## config.mk

```make
export PLATFORM = sky130hd
export DESIGN_NAME = sfc_engine
export DESIGN_NICKNAME = d
export VERILOG_FILES = /design/src/rtl/sfc_pkg.sv /design/src/rtl/sfc_regs.sv /design/src/rtl/sfc_rx_filter.sv /design/src/rtl/sfc_tx_insert.sv /design/src/rtl/sfc_engine.sv
export SDC_FILE = /design/constraint.sdc
export NUM_CORES = 1
export LEC_CHECK = 0
export BUFFER_PORTS_ARGS = -buffer_cell sky130_fd_sc_hd__buf_2
export CAP_MARGIN = 5
export CORE_ASPECT_RATIO = 1.4
export CORE_MARGIN = 2
export CORE_UTILIZATION = 60
export DETAILED_ROUTE_END_ITERATION = 8
export PLACE_DENSITY = 0.8
export SLEW_MARGIN = 10
export SYNTH_ARGS = -nofsm -noshare
export SYNTH_HDL_FRONTEND = slang
export SYNTH_SLANG_ARGS = --single-unit
```

## constraint.sdc

```tcl
create_clock -name clk -period 4.1 [get_ports clk]
set_input_delay 0.82 -clock clk [delete_from_list [all_inputs] [get_ports clk]]
set_output_delay 0.82 -clock clk [all_outputs]
set_load 0.01 [all_outputs]
```

## src/rtl/sfc_pkg.sv

```systemverilog
package sfc_pkg;
  typedef enum logic [1:0] {
    FM_NONE = 2'b00,
    FM_SETB = 2'b01,
    FM_SETA = 2'b10,
    FM_PAIR = 2'b11
  } fc_mode_e;

  typedef enum logic [1:0] {
    PK_NONE = 2'b00,
    PK_ON   = 2'b01,
    PK_OFF  = 2'b10
  } pend_e;

  localparam int unsigned ADDR_W = 3;
  localparam int unsigned NCHR   = 4;
  localparam int unsigned CTRL_W = 6;
  localparam logic [ADDR_W-1:0] A_ONA  = 3'd0;
  localparam logic [ADDR_W-1:0] A_ONB  = 3'd1;
  localparam logic [ADDR_W-1:0] A_OFFA = 3'd2;
  localparam logic [ADDR_W-1:0] A_OFFB = 3'd3;
  localparam logic [ADDR_W-1:0] A_CTRL = 3'd4;
  localparam logic [ADDR_W-1:0] A_EXT  = 3'd5;
  localparam int unsigned B_GATE = 4;
  localparam int unsigned B_SPEC = 5;
endpackage

```

## src/rtl/sfc_regs.sv

```systemverilog
module sfc_regs
  import sfc_pkg::*;
#(
  parameter int unsigned CW = 8,
  parameter int unsigned EW = 7
) (
  input  logic              clk,
  input  logic              rst_ni,
  input  logic              wr_en,
  input  logic [ADDR_W-1:0] wr_addr,
  input  logic [CW-1:0]     wr_data,
  output logic [CW-1:0]     on_a,
  output logic [CW-1:0]     on_b,
  output logic [CW-1:0]     off_a,
  output logic [CW-1:0]     off_b,
  output fc_mode_e          tx_mode,
  output fc_mode_e          rx_mode,
  output logic              spec_en,
  output logic [EW-1:0]     ext_q
);
  logic [NCHR-1:0][CW-1:0] chr_q;
  logic [NCHR-1:0][CW-1:0] chr_d;
  logic [CTRL_W-1:0]       ctrl_q, ctrl_d;
  logic [EW-1:0]           ext_d;

  for (genvar g = 0; g < NCHR; g++) begin : g_chr
    always_comb begin
      chr_d[g] = chr_q[g];
      if (wr_en && (wr_addr == ADDR_W'(g))) chr_d[g] = wr_data;
    end
    always_ff @(posedge clk or negedge rst_ni) begin
      if (!rst_ni) chr_q[g] <= '0;
      else         chr_q[g] <= chr_d[g];
    end
  end

  always_comb begin
    ctrl_d = ctrl_q;
    ext_d  = ext_q;
    if (wr_en && wr_addr == A_CTRL) ctrl_d = wr_data[CTRL_W-1:0];
    if (wr_en && wr_addr == A_EXT && ctrl_q[B_GATE]) ext_d = wr_data[EW-1:0];
  end

  always_ff @(posedge clk or negedge rst_ni) begin
    if (!rst_ni) begin
      ctrl_q <= '0;
      ext_q  <= '0;
    end else begin
      ctrl_q <= ctrl_d;
      ext_q  <= ext_d;
    end
  end

  assign on_a    = chr_q[A_ONA];
  assign on_b    = chr_q[A_ONB];
  assign off_a   = chr_q[A_OFFA];
  assign off_b   = chr_q[A_OFFB];
  assign spec_en = ctrl_q[B_SPEC];
  assign tx_mode = spec_en ? FM_NONE : fc_mode_e'(ctrl_q[3:2]);
  assign rx_mode = spec_en ? FM_NONE : fc_mode_e'(ctrl_q[1:0]);


  ext_lock_chk: assert property (@(posedge clk) disable iff (!rst_ni)
    (wr_en && wr_addr == A_EXT && !ctrl_q[B_GATE]) |=> $stable(ext_q));
endmodule

```

## src/rtl/sfc_rx_filter.sv

```systemverilog
module sfc_rx_filter
  import sfc_pkg::*;
#(
  parameter int unsigned CW = 8
) (
  input  logic          clk,
  input  logic          rst_ni,
  input  logic          rx_valid,
  input  logic [CW-1:0] rx_data,
  input  fc_mode_e      rx_mode,
  input  logic          spec_en,
  input  logic [CW-1:0] on_a,
  input  logic [CW-1:0] on_b,
  input  logic [CW-1:0] off_a,
  input  logic [CW-1:0] off_b,
  input  logic          xon_any,
  input  logic          stat_rd,
  output logic          fifo_we,
  output logic [CW-1:0] fifo_data,
  output logic          tx_pause,
  output logic          spec_flag
);
  pend_e         pend_q, pend_d;
  logic [CW-1:0] pdat_q, pdat_d;
  logic          spill_q, spill_d;
  logic [CW-1:0] sdat_q, sdat_d;
  logic          we_d;
  logic [CW-1:0] dat_d;
  logic          pause_d, flag_d;
  logic          on_ev, off_ev, fresh, rel;
  logic [CW-1:0] on_c, off_c;

  assign on_c  = (rx_mode == FM_SETB) ? on_b  : on_a;
  assign off_c = (rx_mode == FM_SETB) ? off_b : off_a;

  always_comb begin
    pend_d  = pend_q;
    pdat_d  = pdat_q;
    spill_d = 1'b0;
    sdat_d  = sdat_q;
    we_d    = 1'b0;
    dat_d   = fifo_data;
    pause_d = tx_pause;
    flag_d  = spec_flag & ~stat_rd;
    on_ev   = 1'b0;
    off_ev  = 1'b0;
    fresh   = 1'b1;
    rel     = 1'b0;
    if (spill_q) begin
      we_d  = 1'b1;
      dat_d = sdat_q;
    end
    if (rx_mode != FM_PAIR) pend_d = PK_NONE;
    if (rx_valid) begin
      if (spec_en) begin
        we_d  = 1'b1;
        dat_d = rx_data;
        if (rx_data == off_b) flag_d = 1'b1;
      end else begin
        case (rx_mode)
          FM_SETA, FM_SETB: begin
            if (rx_data == off_c)     off_ev = 1'b1;
            else if (rx_data == on_c) on_ev  = 1'b1;
            else begin
              we_d  = 1'b1;
              dat_d = rx_data;
            end
          end
          FM_PAIR: begin
            if (pend_q == PK_ON && rx_data == on_b) begin
              on_ev  = 1'b1;
              fresh  = 1'b0;
              pend_d = PK_NONE;
            end else if (pend_q == PK_OFF && rx_data == off_b) begin
              off_ev = 1'b1;
              fresh  = 1'b0;
              pend_d = PK_NONE;
            end else if (pend_q != PK_NONE) begin
              rel    = 1'b1;
              we_d   = 1'b1;
              dat_d  = pdat_q;
              pend_d = PK_NONE;
            end
            if (fresh) begin
              if (rx_data == off_a) begin
                pend_d = PK_OFF;
                pdat_d = rx_data;
              end else if (rx_data == on_a) begin
                pend_d = PK_ON;
                pdat_d = rx_data;
              end else if (rel) begin
                spill_d = 1'b1;
                sdat_d  = rx_data;
              end else begin
                we_d  = 1'b1;
                dat_d = rx_data;
              end
            end
          end
          default: begin
            we_d  = 1'b1;
            dat_d = rx_data;
          end
        endcase
        if (off_ev)                pause_d = 1'b1;
        else if (on_ev || xon_any) pause_d = 1'b0;
      end
    end
    if (rx_mode == FM_NONE) pause_d = 1'b0;
  end

  always_ff @(posedge clk or negedge rst_ni) begin
    if (!rst_ni) begin
      pend_q    <= PK_NONE;
      pdat_q    <= '0;
      spill_q   <= 1'b0;
      sdat_q    <= '0;
      fifo_we   <= 1'b0;
      fifo_data <= '0;
      tx_pause  <= 1'b0;
      spec_flag <= 1'b0;
    end else begin
      pend_q    <= pend_d;
      pdat_q    <= pdat_d;
      spill_q   <= spill_d;
      sdat_q    <= sdat_d;
      fifo_we   <= we_d;
      fifo_data <= dat_d;
      tx_pause  <= pause_d;
      spec_flag <= flag_d;
    end
  end


  single_off_chk: assert property (@(posedge clk) disable iff (!rst_ni)
    (rx_valid && rx_mode == FM_SETA && rx_data == off_a) |=> tx_pause);

  idle_pause_chk: assert property (@(posedge clk) disable iff (!rst_ni)
    (rx_mode == FM_NONE) |=> !tx_pause);

  spec_set_chk: assert property (@(posedge clk) disable iff (!rst_ni)
    (rx_valid && spec_en && rx_data == off_b) |=> (spec_flag && fifo_we));
endmodule

```

## src/rtl/sfc_tx_insert.sv

```systemverilog
module sfc_tx_insert
  import sfc_pkg::*;
#(
  parameter int unsigned CW = 8
) (
  input  logic          clk,
  input  logic          rst_ni,
  input  fc_mode_e      tx_mode,
  input  logic [CW-1:0] on_a,
  input  logic [CW-1:0] on_b,
  input  logic [CW-1:0] off_a,
  input  logic [CW-1:0] off_b,
  input  logic          above_hi,
  input  logic          below_lo,
  input  logic          tx_take,
  output logic          ins_valid,
  output logic [CW-1:0] ins_data
);
  logic          busy_d, kind_q, kind_d, more_q, more_d, off_st_q, off_st_d;
  logic [CW-1:0] dat_d;
  logic          start, skind;

  always_comb begin
    busy_d   = ins_valid;
    kind_d   = kind_q;
    more_d   = more_q;
    off_st_d = off_st_q;
    dat_d    = ins_data;
    start    = 1'b0;
    skind    = 1'b0;
    if (!ins_valid) begin
      if (tx_mode == FM_NONE) off_st_d = 1'b0;
      else if (!off_st_q && above_hi) begin
        start = 1'b1;
        skind = 1'b1;
      end else if (off_st_q && below_lo) begin
        start = 1'b1;
      end
      if (start) begin
        busy_d = 1'b1;
        kind_d = skind;
        more_d = (tx_mode == FM_PAIR);
        if (skind) dat_d = (tx_mode == FM_SETB) ? off_b : off_a;
        else       dat_d = (tx_mode == FM_SETB) ? on_b  : on_a;
      end
    end else if (tx_take) begin
      if (more_q) begin
        more_d = 1'b0;
        dat_d  = kind_q ? off_b : on_b;
      end else begin
        busy_d   = 1'b0;
        off_st_d = kind_q;
      end
    end
  end

  always_ff @(posedge clk or negedge rst_ni) begin
    if (!rst_ni) begin
      ins_valid <= 1'b0;
      kind_q    <= 1'b0;
      more_q    <= 1'b0;
      off_st_q  <= 1'b0;
      ins_data  <= '0;
    end else begin
      ins_valid <= busy_d;
      kind_q    <= kind_d;
      more_q    <= more_d;
      off_st_q  <= off_st_d;
      ins_data  <= dat_d;
    end
  end


  hold_chk: assert property (@(posedge clk) disable iff (!rst_ni)
    (ins_valid && !tx_take) |=> (ins_valid && $stable(ins_data)));

  gap_chk: assert property (@(posedge clk) disable iff (!rst_ni)
    (ins_valid && tx_take && !more_q) |=> !ins_valid);
endmodule

```

## src/rtl/sfc_engine.sv

```systemverilog
module sfc_engine
  import sfc_pkg::*;
#(
  parameter int unsigned CW = 8,
  parameter int unsigned EW = 7
) (
  input  logic              clk,
  input  logic              rst_n,
  input  logic              wr_en,
  input  logic [ADDR_W-1:0] wr_addr,
  input  logic [CW-1:0]     wr_data,
  output logic [EW-1:0]     ext_fields,
  input  logic              rx_valid,
  input  logic [CW-1:0]     rx_data,
  input  logic              xon_any,
  input  logic              stat_rd,
  output logic              fifo_we,
  output logic [CW-1:0]     fifo_data,
  output logic              tx_pause,
  output logic              spec_flag,
  input  logic              fifo_above_hi,
  input  logic              fifo_below_lo,
  input  logic              tx_take,
  output logic              ins_valid,
  output logic [CW-1:0]     ins_data
);
  logic [1:0]    rst_sync_q;
  logic          rst_ni;
  logic [CW-1:0] on_a, on_b, off_a, off_b;
  fc_mode_e      tx_mode, rx_mode;
  logic          spec_en;

  always_ff @(posedge clk or negedge rst_n) begin
    if (!rst_n) rst_sync_q <= 2'b00;
    else        rst_sync_q <= {rst_sync_q[0], 1'b1};
  end
  assign rst_ni = rst_sync_q[1];

  sfc_regs #(.CW(CW), .EW(EW)) u_regs (
    .clk(clk), .rst_ni(rst_ni), .wr_en(wr_en), .wr_addr(wr_addr),
    .wr_data(wr_data), .on_a(on_a), .on_b(on_b), .off_a(off_a),
    .off_b(off_b), .tx_mode(tx_mode), .rx_mode(rx_mode),
    .spec_en(spec_en), .ext_q(ext_fields)
  );

  sfc_rx_filter #(.CW(CW)) u_rx (
    .clk(clk), .rst_ni(rst_ni), .rx_valid(rx_valid), .rx_data(rx_data),
    .rx_mode(rx_mode), .spec_en(spec_en), .on_a(on_a), .on_b(on_b),
    .off_a(off_a), .off_b(off_b), .xon_any(xon_any), .stat_rd(stat_rd),
    .fifo_we(fifo_we), .fifo_data(fifo_data), .tx_pause(tx_pause),
    .spec_flag(spec_flag)
  );

  sfc_tx_insert #(.CW(CW)) u_tx (
    .clk(clk), .rst_ni(rst_ni), .tx_mode(tx_mode), .on_a(on_a),
    .on_b(on_b), .off_a(off_a), .off_b(off_b), .above_hi(fifo_above_hi),
    .below_lo(fifo_below_lo), .tx_take(tx_take), .ins_valid(ins_valid),
    .ins_data(ins_data)
  );
endmodule

```

# == Word-level counts from Yosys, hierarchy flattened ==
# Cells that the tools add are included.
# totals
ramBits,0
latchBits,0
elab_cells,185
memories,0
romBits,0
in_bits,28
regBits,89
# op_classes
reduce_logical,30
n_mux,106
multipliers,0
n_bitwise,6
shift,0
eq_ne,23
n_div,0
n_lt_le_gt_ge,0
addsub,0
# op_table
operator,n
$mux W8,24
$mux W1,66
$eq A8 B8 Y1,6
$mux W2,12
$pmux W8 S2,1
$logic_and A1 B1 Y1,11
$reduce_bool A2 Y1,5
$reduce_and A3 Y1,3
$eq A2 B2 Y1 const B,4
$ne A2 B2 Y1 const B,4
$reduce_and A7 Y1,1
$eq A2 B1 Y1 const B,3
$eq A3 B2 Y1 const B,2
$eq A3 B3 Y1 const B,2
$pmux W1 S2,3
$not A1 Y1,5
$reduce_and A5 Y1,1
$logic_not A2 Y1,2
$reduce_and A2 Y1,2
$eq A3 B1 Y1 const B,1
$logic_not A3 Y1,1
$reduce_bool A3 Y1,1
$ne A2 B1 Y1 const B,1
$reduce_or A2 Y1,1
other kinds (3),3

# == Depth between registers and ports, before layout ==
# logic_depth
ltp_word,15
ltp_mapped,13
depth_no_buf,10

# == Hierarchy ==
# From an unflattened synthesis, not the netlist that was laid out.
# hier_totals
cells_unflattened,475
hier_area_um2,5435.2
# by_module_without_submodules
mod,n_inst,cells_each,area_per_inst_um2
sfc_rx_filter,1,254,2571.2
sfc_regs,1,104,1821.7
sfc_tx_insert,1,114,988.4
sfc_engine,1,3,53.8

# == Worst setup path after synthesis ==
# Ideal clock, no wire load.
# synth_timing
path_kind,register to register
startpoint,reg u_regs.ctrl_q[5]
endpoint,reg u_rx.fifo_data[4]
path_buffers,3
stages_incl_launch_ff,14
path_slack_ns,1.392
t_required_ns,3.979
arrival_ns,2.587
period_less_slack_ns,2.708
cell_sequence,dfrtp_1 > clkbuf_1 > nand2b_1 > inv_1 > ha_1 > buf_6 > mux2i_1 > xnor2_1 > nor4_2 > a211o_1 > buf_6 > a41oi_1 > o22ai_1 > a22o_2
# synth_via
elab_chain_len,9
elab_cells_between_ends,14
classes_between,5 x eq/ne; 8 x mux; 1 x reduce/logical
# synth_lines
element,line,rtl
start: declaration,sfc_regs.sv:23,"logic [CTRL_W-1:0] ctrl_q, ctrl_d;"
start signal: assignment,sfc_regs.sv:49,ctrl_q <= ctrl_d;
$mux W2,sfc_regs.sv:60,assign rx_mode = spec_en ? FM_NONE : fc_mode_e'(ctrl_q[1:0]);
$eq A2 B1 Y1,"sfc_rx_filter.sv:33, sfc_rx_filter.sv:34, sfc_rx_filter.sv:60",
$mux W8,sfc_rx_filter.sv:33,assign on_c = (rx_mode == FM_SETB) ? on_b : on_a;
$eq A8 B8 Y1,sfc_rx_filter.sv:63,else if (rx_data == on_c) on_ev = 1'b1;
$mux W8,sfc_rx_filter.sv:63,
$mux W8,sfc_rx_filter.sv:62,if (rx_data == off_c) off_ev = 1'b1;
$pmux W8 S2,sfc_rx_filter.sv:60,case (rx_mode)
$mux W8 (*),sfc_rx_filter.sv:55,if (spec_en) begin
$mux W8 (*),sfc_rx_filter.sv:54,if (rx_valid) begin
net u_rx.dat_d[4],sfc_rx_filter.sv:28,logic [CW-1:0] dat_d;
end signal: assignment,sfc_rx_filter.sv:128,fifo_data <= dat_d;
end: declaration,sfc_rx_filter.sv:19,"output logic [CW-1:0] fifo_data,"
# Mark *: on every way through the listed nets, which the timed path passes. The rest lies on a longest branch.
# A chain may end at the register's enable or synchronous reset.

# == Worst setup path after layout ==
# Same ends and word-level chain as after synthesis.

==> flow_metrics.env <==
export IMPL_status="finished, final reports clean"
export IMPL_dieArea_um2=9020
export IMPL_ctsHoldBuffers=0
export IMPL_cp_top_family="compound AO/OA/AOI/OAI gates"
export IMPL_grt_overflow_total=0
export IMPL_io_pins=55
export IMPL_antenna_found_initial=0
export IMPL_timing_fmax_ghz=0.309
export IMPL_max_vdd_ir_drop_mv=0.355
export IMPL_clock_sinks=89
export IMPL_hp_class="primary input to asynchronous set/reset pin"
export IMPL_areaGrowthSynthToFinish_pct=12.2
export IMPL_crit_path_max_fanout=11
export IMPL_start_util=0.612
export IMPL_cts_root_buf="clkbuf_16"
export IMPL_gp_congestion=0.915
export IMPL_wl_per_cell_um=19.7
export IMPL_n_fill_cell=643
export IMPL_min_period_ps=3230
export IMPL_syn_area_um2=4960
export IMPL_cpPeakStageDelay_ps=540
export IMPL_synth_seq_area_share=0.449
export IMPL_hold_violations=0
export IMPL_cts_max_path_buffers=2
export IMPL_routed_via_density=6.13
export IMPL_grt_max_degree=88
export IMPL_crit_buf_inv=1
export IMPL_p_leak_nw=2.50
export IMPL_synthesis_nets=465
export IMPL_synth_area_leaders="dfrtp_1 45%, mux2_2 12%, mux2i_1 3.8%, mux4_2 3.6%, xnor2_1 3.5%"
export IMPL_vias=3594
export IMPL_path_clk_slew_ps=60
export IMPL_setup_violations_final=0
export IMPL_ys_seq_elements=89
export IMPL_slew_violations=0
export IMPL_yosys_most_used_dff="dfrtp_1"
export IMPL_critical_path_class="flip-flop to flip-flop"
export IMPL_fin_nets=510
export IMPL_grt_pass1_wl_um=18800
export IMPL_rsz0062_at_grt="false"
export IMPL_cp_required_ps=4330
export IMPL_netlist_instances=434
export IMPL_synth_avg_cell_area_um2=11.4
export IMPL_die_w_um=80.9
export IMPL_drc=0
export IMPL_fin_crit_sh=0.788
export IMPL_tightest_slew_ps=1040
export IMPL_fp_row_count=39
export IMPL_async_reset_ff_frac=1.00
export IMPL_synthTopCellsByCount="89 x dfrtp_1, 54 x mux2_2, 37 x nand2_1"
export IMPL_synth_cell_types=60
export IMPL_grt_pass1_vias=3634
export IMPL_yosysMostFrequentCell="dfrtp_1"
export IMPL_grt_usage=0.278
export IMPL_synth_edf_count=0
export IMPL_startpoint_type="flip-flop"
export IMPL_synth_area_leader_cell="dfrtp_1"
export IMPL_clk_latency_ps=340
export IMPL_htreeDepth=3
export IMPL_diodes=0
export IMPL_slew_limit_headroom=0.306
export IMPL_finalClockSkew_ps=7.30
export IMPL_fin_tns_setup_ps=0
export IMPL_dpl_hpwl_um=8390
export IMPL_final_antenna_net_count=0
export IMPL_synth_warnings=0
export IMPL_cts_buffers=9
export IMPL_synth_top_area_share=0.449
export IMPL_portBuffers=54
export IMPL_coreArea_um2=8100
export IMPL_post_cts_buffers=0
export IMPL_slowest_stage="a41oi_1"
export IMPL_drt_iter0_markers=195
export IMPL_dr_pass1_iters=4
export IMPL_end_kind="flip-flop"
export IMPL_cts_tree="done"
export IMPL_wirelength_um=11500
export IMPL_die_h_um=112
export IMPL_power_density_nw_per_um2=527
export IMPL_worstPathCellList="nand2b_1 -> inv_1 -> ha_1 -> mux2i_1 -> xnor2_1 -> nor4_2 -> a211o_1 -> a41oi_1 -> o22ai_1 -> a22o_2"
export IMPL_drive_gt1_frac=0.337
export IMPL_cp_data_arrival_time_ps=3460
export IMPL_post_cts_resized=0
export IMPL_drv_cap=0
export IMPL_power_mw=2.93
==> cell usage in the layout, fill, tap and decap left out, types with 5 or more instances in the layout <==
cell	n
dfrtp_1	88
mux2_2	54
xnor2_1	20
clkbuf_16	9
nand2b_1	5
xor2_1	16
mux2_4	8
nand2_1	37
a21oi_1	12
nand4_1	5
o21ai_0	26
buf_2	54
inv_1	12
mux2i_1	19
nor3_1	9
nor2_1	22
mux4_2	8
==> path summary, 6_finish.rpt <==
kind / from / to / slack [ps] / cells past startpoint
setup / recovery: u_regs.ctrl_q[5] / u_rx.fifo_data[4] / 870 / 10
hold / removal: rst_n / rst_sync_q[1] / 250 / 1
setup reg to reg: u_regs.ctrl_q[5] / u_rx.fifo_data[4] / 870 / 10
hold reg to reg: rst_sync_q[1] / u_regs.on_a[0] / 250 / 0
max in group asynchronous: rst_sync_q[1] / u_tx.ins_data[6] / 3240 / 1
min in group clk: rst_sync_q[0] / rst_sync_q[1] / 350 / 0
==> flip-flops by register name (all words and copies together), names as in the netlist, 8 cells and up <==
signal and count:
u_regs.off_b 8, u_regs.off_a 8, u_tx.ins_data 8, u_regs.on_b 8, u_rx.fifo_data 8, u_rx.sdat_q 8, u_rx.pdat_q 8, u_regs.on_a 8
==> cell families (layout without fill, tap and decap cells) <==
group                    after synthesis  after routing  share of synthesized area
multiplexers                          89             89                      0.221
flip-flops                            89             89                      0.449
AND/OR/NAND/NOR                      103            103                      0.110
adder cells (fa/ha/maj)                3              3                    0.00757
other                                  1              1                   0.000756
AO/OA/AOI/OAI                         76             76                      0.106
buffers and inverters                 37             87                     0.0416
XOR/XNOR                              36             36                     0.0636
==> cell type report <==
class / instances / area (µm²) / area share
Multi-Input combinational cell: 308 / 2530 / 0.454
Sequential cell: 89 / 2230 / 0.401
Timing Repair Buffer: 58 / 320 / 0.0575
Clock buffer: 11 / 233 / 0.0418
Inverter: 13 / 48.8 / 0.00876
Tap cell: 102 / 128 / 0.0229
Clock inverter: 5 / 80.1 / 0.0144
==> metrics by stage <==
step	std cells	hold slack [ps]	worst slack, ps	util	area (µm²)
after floorplan	434	331	1390	-	4960
after global placement	569	339	960	0.645	5230
after detailed placement	569	341	911	0.645	5230
after CTS	585	239	894	0.684	5540
after global routing	586	241	582	0.687	5570
final	586	245	868	0.687	5570
==> per-layer routing <==
| layer | vias up | global-route usage | part of all wire |
|---|---|---|---|
| met5 | - | 0 | 0 |
| met4 | 0 | 0.174 | 0.050 |
| met3 | 37 | 0.0413 | 0.031 |
| met2 | 111 | 0.471 | 0.53 |
| met1 | 1789 | 0.321 | 0.39 |
| li1 | 1657 | - | - |
==> power by group <==
group | total (mW) | internal (mW) | switching [mW]
combinational | 0.826 | 0.394 | 0.432
clock | 0.859 | 0.533 | 0.327
sequential | 1.25 | 1.06 | 0.193
==> worst register-to-register path, delay by kind of cell, from the launching register on <==
family                   cells  cell delay [ps]
adder cells (fa/ha/maj)      1              390
AND/OR/NAND/NOR              2              350
multiplexers                 1              260
AO/OA/AOI/OAI                4             1370
buffers and inverters        1               90
XOR/XNOR                     1              170
flip-flops                   1              500
Note: power is estimated with default switching activity, not from simulation.
